### config.mk
export PLATFORM = sky130hd
export DESIGN_NAME = erase_pulse_sequencer
export DESIGN_NICKNAME = d
export VERILOG_FILES = /design/src/rtl/erase_seq_pkg.sv /design/src/rtl/erase_tick_timer.sv /design/src/rtl/erase_pulse_tally.sv /design/src/rtl/erase_suspend_guard.sv /design/src/rtl/erase_pulse_sequencer.sv
export SDC_FILE = /design/constraint.sdc
export NUM_CORES = 1
export LEC_CHECK = 0
export CAP_MARGIN = 25
export CORE_MARGIN = 4
export CORE_UTILIZATION = 38
export DETAILED_ROUTE_END_ITERATION = 8
export PLACE_DENSITY_LB_ADDON = 0.1
export SETUP_SLACK_MARGIN = 0.15
export SKIP_CTS_REPAIR_TIMING = 1
export SYNTH_ARGS = -nofsm -noshare
export SYNTH_HDL_FRONTEND = slang
export SYNTH_HIERARCHICAL = 1
export SYNTH_SLANG_ARGS = --single-unit
### constraint.sdc
create_clock -name clk -period 3.6 [get_ports clk]
set_input_delay 0.54 -clock clk [delete_from_list [all_inputs] [get_ports clk]]
set_output_delay 0.54 -clock clk [all_outputs]
set_load 0.1 [all_outputs]
### src/rtl/erase_seq_pkg.sv
package erase_seq_pkg;

    typedef enum logic [1:0] {
        ES_IDLE  = 2'd0,
        ES_RUN   = 2'd1,
        ES_HOLD  = 2'd2,
        ES_FAULT = 2'd3
    } es_state_t;

endpackage

### src/rtl/erase_tick_timer.sv
module erase_tick_timer #(
    parameter int PULSE_TICKS = 16,
    localparam int TW = (PULSE_TICKS > 1) ? $clog2(PULSE_TICKS) : 1
) (
    input  logic          clk,
    input  logic          rst_n,
    input  logic          clr,
    input  logic          en,
    output logic          pulse_end,
    output logic [TW-1:0] tick
);

    localparam logic [TW-1:0] LAST = TW'(PULSE_TICKS - 1);

    logic [TW-1:0] tick_d, tick_q;

    always_comb begin
        tick_d = tick_q;
        if (clr) begin
            tick_d = '0;
        end else if (en) begin
            tick_d = (tick_q == LAST) ? '0 : tick_q + 1'b1;
        end
    end

    always_ff @(posedge clk) begin
        if (!rst_n) tick_q <= '0;
        else        tick_q <= tick_d;
    end

    assign pulse_end = en && !clr && (tick_q == LAST);
    assign tick      = tick_q;

endmodule

### src/rtl/erase_pulse_tally.sv
module erase_pulse_tally #(
    parameter int N_PULSES = 8,
    localparam int CW = $clog2(N_PULSES + 1)
) (
    input  logic          clk,
    input  logic          rst_n,
    input  logic          clr,
    input  logic          inc,
    output logic          last,
    output logic [CW-1:0] count
);

    localparam logic [CW-1:0] FINAL = CW'(N_PULSES - 1);

    logic [CW-1:0] cnt_d, cnt_q;

    always_comb begin
        cnt_d = cnt_q;
        if (clr)      cnt_d = '0;
        else if (inc) cnt_d = cnt_q + 1'b1;
    end

    always_ff @(posedge clk) begin
        if (!rst_n) cnt_q <= '0;
        else        cnt_q <= cnt_d;
    end

    assign last  = (cnt_q == FINAL);
    assign count = cnt_q;

endmodule

### src/rtl/erase_suspend_guard.sv
module erase_suspend_guard #(
    parameter int SUSP_LIMIT = 5680,
    parameter bit LIMIT_EN   = 1'b1,
    localparam int SW = $clog2(SUSP_LIMIT + 1)
) (
    input  logic clk,
    input  logic rst_n,
    input  logic clr,
    input  logic inc,
    output logic at_limit
);

    localparam logic [SW-1:0] CAP = SW'(SUSP_LIMIT);

    logic [SW-1:0] sus_d, sus_q;

    always_comb begin
        sus_d = sus_q;
        if (clr)                      sus_d = '0;
        else if (inc && sus_q != CAP) sus_d = sus_q + 1'b1;
    end

    always_ff @(posedge clk) begin
        if (!rst_n) sus_q <= '0;
        else        sus_q <= sus_d;
    end

    generate
        if (LIMIT_EN) begin : g_limit
            assign at_limit = (sus_q == CAP);
        end else begin : g_nolimit
            assign at_limit = 1'b0;
        end
    endgenerate

endmodule

### src/rtl/erase_pulse_sequencer.sv
module erase_pulse_sequencer
    import erase_seq_pkg::*;
#(
    parameter int PULSE_TICKS = 16,
    parameter int N_PULSES    = 8,
    parameter int SUSP_LIMIT  = 5680,
    parameter bit LIMIT_EN    = 1'b1,
    localparam int TW = (PULSE_TICKS > 1) ? $clog2(PULSE_TICKS) : 1,
    localparam int CW = $clog2(N_PULSES + 1)
) (
    input  logic clk,
    input  logic rst_n,
    input  logic erase_cmd,
    input  logic suspend_cmd,
    input  logic resume_cmd,
    output logic busy,
    output logic suspended,
    output logic read_ok,
    output logic done,
    output logic fail
);

    typedef struct packed {
        es_state_t state;
        logic      done;
    } seq_t;

    seq_t seq_d, seq_q;

    logic          start, susp_acc, res_acc, run;
    logic          pulse_end, last_pulse, at_limit;
    logic [TW-1:0] tick;
    logic [CW-1:0] pulse_count;

    always_comb begin
        start    = erase_cmd && (seq_q.state == ES_IDLE || seq_q.state == ES_FAULT);
        susp_acc = suspend_cmd && (seq_q.state == ES_RUN);
        res_acc  = resume_cmd && (seq_q.state == ES_HOLD);
        run      = (seq_q.state == ES_RUN) && !suspend_cmd;
    end

    erase_tick_timer #(.PULSE_TICKS(PULSE_TICKS)) u_timer (
        .clk       (clk),
        .rst_n     (rst_n),
        .clr       (start || susp_acc || res_acc),
        .en        (run),
        .pulse_end (pulse_end),
        .tick      (tick)
    );

    erase_pulse_tally #(.N_PULSES(N_PULSES)) u_tally (
        .clk   (clk),
        .rst_n (rst_n),
        .clr   (start),
        .inc   (pulse_end),
        .last  (last_pulse),
        .count (pulse_count)
    );

    erase_suspend_guard #(.SUSP_LIMIT(SUSP_LIMIT), .LIMIT_EN(LIMIT_EN)) u_guard (
        .clk      (clk),
        .rst_n    (rst_n),
        .clr      (start),
        .inc      (susp_acc),
        .at_limit (at_limit)
    );

    always_comb begin
        seq_d      = seq_q;
        seq_d.done = 1'b0;
        unique case (seq_q.state)
            ES_IDLE, ES_FAULT: begin
                if (start) seq_d.state = ES_RUN;
            end
            ES_RUN: begin
                if (susp_acc) begin
                    seq_d.state = at_limit ? ES_FAULT : ES_HOLD;
                end else if (pulse_end && last_pulse) begin
                    seq_d.state = ES_IDLE;
                    seq_d.done  = 1'b1;
                end
            end
            ES_HOLD: begin
                if (res_acc) seq_d.state = ES_RUN;
            end
            default: seq_d.state = ES_IDLE;
        endcase
    end

    always_ff @(posedge clk) begin
        if (!rst_n) begin
            seq_q.state <= ES_IDLE;
            seq_q.done  <= 1'b0;
        end else begin
            seq_q <= seq_d;
        end
    end

    assign busy      = (seq_q.state == ES_RUN) || (seq_q.state == ES_HOLD);
    assign suspended = (seq_q.state == ES_HOLD);
    assign read_ok   = (seq_q.state == ES_HOLD);
    assign fail      = (seq_q.state == ES_FAULT);
    assign done      = seq_q.done;

    AST_DONE_SINGLE: assert property (@(posedge clk) disable iff (!rst_n)
        done |=> !done);
    AST_DONE_IDLE: assert property (@(posedge clk) disable iff (!rst_n)
        done |-> (!busy && !fail));
    AST_SUSPEND_NO_CREDIT: assert property (@(posedge clk) disable iff (!rst_n)
        (busy && !suspended && suspend_cmd) |=> $stable(pulse_count));
    AST_HOLD_FROZEN: assert property (@(posedge clk) disable iff (!rst_n)
        (suspended && !resume_cmd) |=> ($stable(pulse_count) && tick == '0 && !done));
    AST_RESUME_FROM_ZERO: assert property (@(posedge clk) disable iff (!rst_n)
        (suspended && resume_cmd) |=> (tick == '0 && busy && !suspended));
    AST_IDLE_SUSPEND_IGNORED: assert property (@(posedge clk) disable iff (!rst_n)
        (!busy && suspend_cmd && !erase_cmd) |=> !suspended);
    AST_HOLD_ERASE_IGNORED: assert property (@(posedge clk) disable iff (!rst_n)
        (suspended && erase_cmd && !resume_cmd) |=> suspended);
    AST_LIMIT_FAULT: assert property (@(posedge clk) disable iff (!rst_n)
        (busy && !suspended && suspend_cmd && at_limit) |=> (fail && !read_ok));
    AST_FAULT_RESTART: assert property (@(posedge clk) disable iff (!rst_n)
        (fail && erase_cmd) |=> (!fail && busy && pulse_count == '0));

endmodule

==> key figures <==
Status
  – Run status: complete, no violations

Finish
  – Synth-to-layout area growth: 11.6%
  – # diodes: 0
  – Util after Layout: 0.442
  – Number of standard cells in the layout, taps in and fillers out: 200
  – Post-layout net count: 168
  – Fraction of final layout cells sized beyond drive strength 1: 0.123

Detailed routing
  – Length of the first detailed-routing pass in iterations: 4
  – Total DRC errors in the routed layout: 0
  – Final routed wire length divided by cell count: 12.3 um
  – Detailed Route WL: 2470 um
  – Detail-routed via count per cell: 5.17
  – Number of DRC violations after detailed-routing iteration 0: 41
  – Number of nets still failing antenna checks after routing: 0
  – Routed vias: 1034

Timing
  – Final critical delay including setup and external delays: 2.68 ns
  – Count of pins over their slew limit: 0
  – Normalized max-slew margin: 0.349
  – RSZ-0062 raised after global routing: no
  – Actual slew at the worst max-slew pin: 0.974 ns
  – Total negative slack: 0 ns
  – Peak clock frequency supported by timing: 374 MHz
  – Final clock skew: 0.00650 ns
  – Number of endpoints with negative hold slack in the final report: 0
  – Final worst-path cycle share: 0.744
  – Final count of negative-setup-slack endpoints: 0

Floorplanning
  – Effective utilization at floorplan: 0.396
  – Area inside the core boundary: 3360 um2
  – Horizontal extent of the die: 67.2 um
  – Die height: 67.2 um
  – Cell Rows: 21
  – Boundary Pins: 10
  – Die ar.: 4510 um2

Logic synthesis
  – Most area-hungry cell type in the Yosys netlist: dfxtp_1
  – Mapped Area: 1330 um2
  – Mean post-synth cell area: 9.31 um2
  – Post-synthesis sequential area ratio: 0.361
  – Post-synthesis cell type count: 42
  – Top cells by area, synth: dfxtp_1, mux2i_1, ha_1
  – Post-synth top area share: 0.361
  – Number of enable flip-flop cells after synthesis: 0
  – Post-Synthesis Net Count: 155
  – Leading post-synthesis cells by instance count: dfxtp_1, nand2_1, mux2i_1
  – Most instantiated library cell after synthesis: dfxtp_1
  – FF+latch count, synth: 24
  – FFs w/ async S/R, synth: 0
  – Mapped Cells: 143
  – Yosys Warn Count: 6
  – Most instantiated flip-flop cell in the synthesis netlist: dfxtp_1

Placed design
  – Gpl congestion: 0.758
  – Final HPWL from detailed placement: 1910 um
  – Total of buffers placed on input and output ports: 9
  – Total instance count after detailed placement: 197

CTS
  – Clock-pin slew of the registers on the worst-case setup and hold paths: 0.13 ns
  – TritonCTS clock tree: yes
  – Number of clock sinks: 24
  – # H-tree levels: 1
  – Worst-skew pair later-pin latency: 0.31 ns
  – Cts bufs inserted: 3
  – Clock root buffer: clkbuf_4
  – Buffer depth of the longest clock path: 2

Power and ir drop
  – Net switching fraction of the power: 0.350
  – Combinational power share: 0.307
  – Worst IR Drop VDD: 192 uV
  – Internal power: 0.375 mW
  – Portion of total power attributed to sequential cells: 0.489
  – Power density normalized to cell area: 388 nW/um2
  – Switching pwr: 0.202 mW
  – Power share of the clock group: 0.203
  – Reported leakage power: 0.513 nW

Worst setup path
  – Data arrival at the endpoint of the critical path: 2.14 ns
  – Highest fanout seen on the critical path: 4
  – Classification of the worst setup path: reg2out
  – Data required time at the worst endpoint: 3.06 ns
  – Crit end category: output port
  – Type of element launching the critical path: flip-flop

Global route
  – Initial antenna violation count: 0
  – Wire length of the first global-routing pass: 4540 um
  – All-Layer GR Usage: 0.131
  – Gr ovfl total: 0
  – Vias in the first global route: 1001
  – Pin count of the biggest net entering global routing: 13

Hold path
  – Hold/Removal Path Class: reg2reg

Job
  – Number of max-cap violations: 0
cell usage in the layout (no fill, tap or decap), types with 2 or more instances in the layout:
| cell type | count |
|---|---|
| nand4_1 | 7 |
| a211oi_1 | 2 |
| clkdlybuf4s50_1 | 8 |
| o21ai_0 | 2 |
| nor2b_2 | 2 |
| buf_4 | 2 |
| nand3b_1 | 2 |
| ha_1 | 7 |
| a21oi_1 | 6 |
| nor4_1 | 3 |
| or4_1 | 3 |
| xnor2_1 | 3 |
| mux2i_1 | 9 |
| clkbuf_4 | 3 |
| xor2_1 | 3 |
| nor2_1 | 8 |
| nand2_1 | 16 |
| inv_1 | 7 |
| nand3_1 | 5 |
| or3_1 | 2 |
| o31ai_1 | 4 |
| nand2b_1 | 6 |
| dfxtp_1 | 24 |
critical path, stage by stage (launching register included):
cell             delay (ns)
dfxtp_1                0.43
ha_1                   0.24
clkdlybuf4s50_1        1.16
area by class of cell:
class | instances | area, um2
Clock buffer | 3 | 22.5
Multi-Input combinational cell | 110 | 803
Inverter | 7 | 26.3
Timing Repair Buffer | 10 | 95.1
Tap cell | 46 | 57.6
Fill cell | 362 | 1880
Sequential cell | 24 | 480
path summary, 6_finish.rpt:
| kind | start | endpoint | slack, ns | cells past startpoint |
|---|---|---|---|---|
| hold reg to reg | u_guard/sus_q[12] | u_guard/sus_q[12] | 0.48 | 2 |
| hold / removal | u_guard/sus_q[12] | u_guard/sus_q[12] | 0.48 | 2 |
| setup reg to reg | seq_q[1] | seq_q[1] | 1.33 | 9 |
| setup / recovery | seq_q[2] | read_ok | 0.92 | 2 |
per-stage QoR:
stage	instance area, um2	power, mW	worst slack [ns]	hold WS [ns]
final	1490	0.577	0.923	0.476
after global routing	1490	0.610	0.836	0.514
after CTS	1490	0.585	0.906	0.484
after detailed placement	1460	0.467	1.07	0.466
after global placement	1460	0.464	1.10	0.454
after floorplan	1330	0.431	1.31	0.438
power by group through the flow:
stage / Sequential, mW / Combinational (mW) / Clock [mW]
after floorplan: 0.285 / 0.146 / 0
after global placement: 0.288 / 0.176 / 0
after detailed placement: 0.288 / 0.178 / 0
after CTS: 0.282 / 0.179 / 0.124
after global routing: 0.284 / 0.193 / 0.134
final: 0.282 / 0.177 / 0.117
layer usage:
| layer | GRT usage | part of all wire |
|---|---|---|
| met5 | 0 | 0 |
| met2 | 0.227 | 0.49 |
| met4 | 0.0506 | 0.015 |
| met1 | 0.149 | 0.47 |
| met3 | 0.0433 | 0.018 |
registers in the layout (all words and copies together), names as in the netlist:
register       count
u_timer/tick       4
done               1
u_tally/count      4
seq_q              2
u_guard/sus_q     13
logic make-up after synthesis:
group | share of synthesized area
AOI/OAI and AO/OA | 0.116
muxes | 0.0677
buffers and inverters | 0.0357
xor gates and xnor gates | 0.0395
and+or+nand+nor | 0.315
adders and majority gates | 0.0658
DFF | 0.361
(Power assumes the default switching activity.)
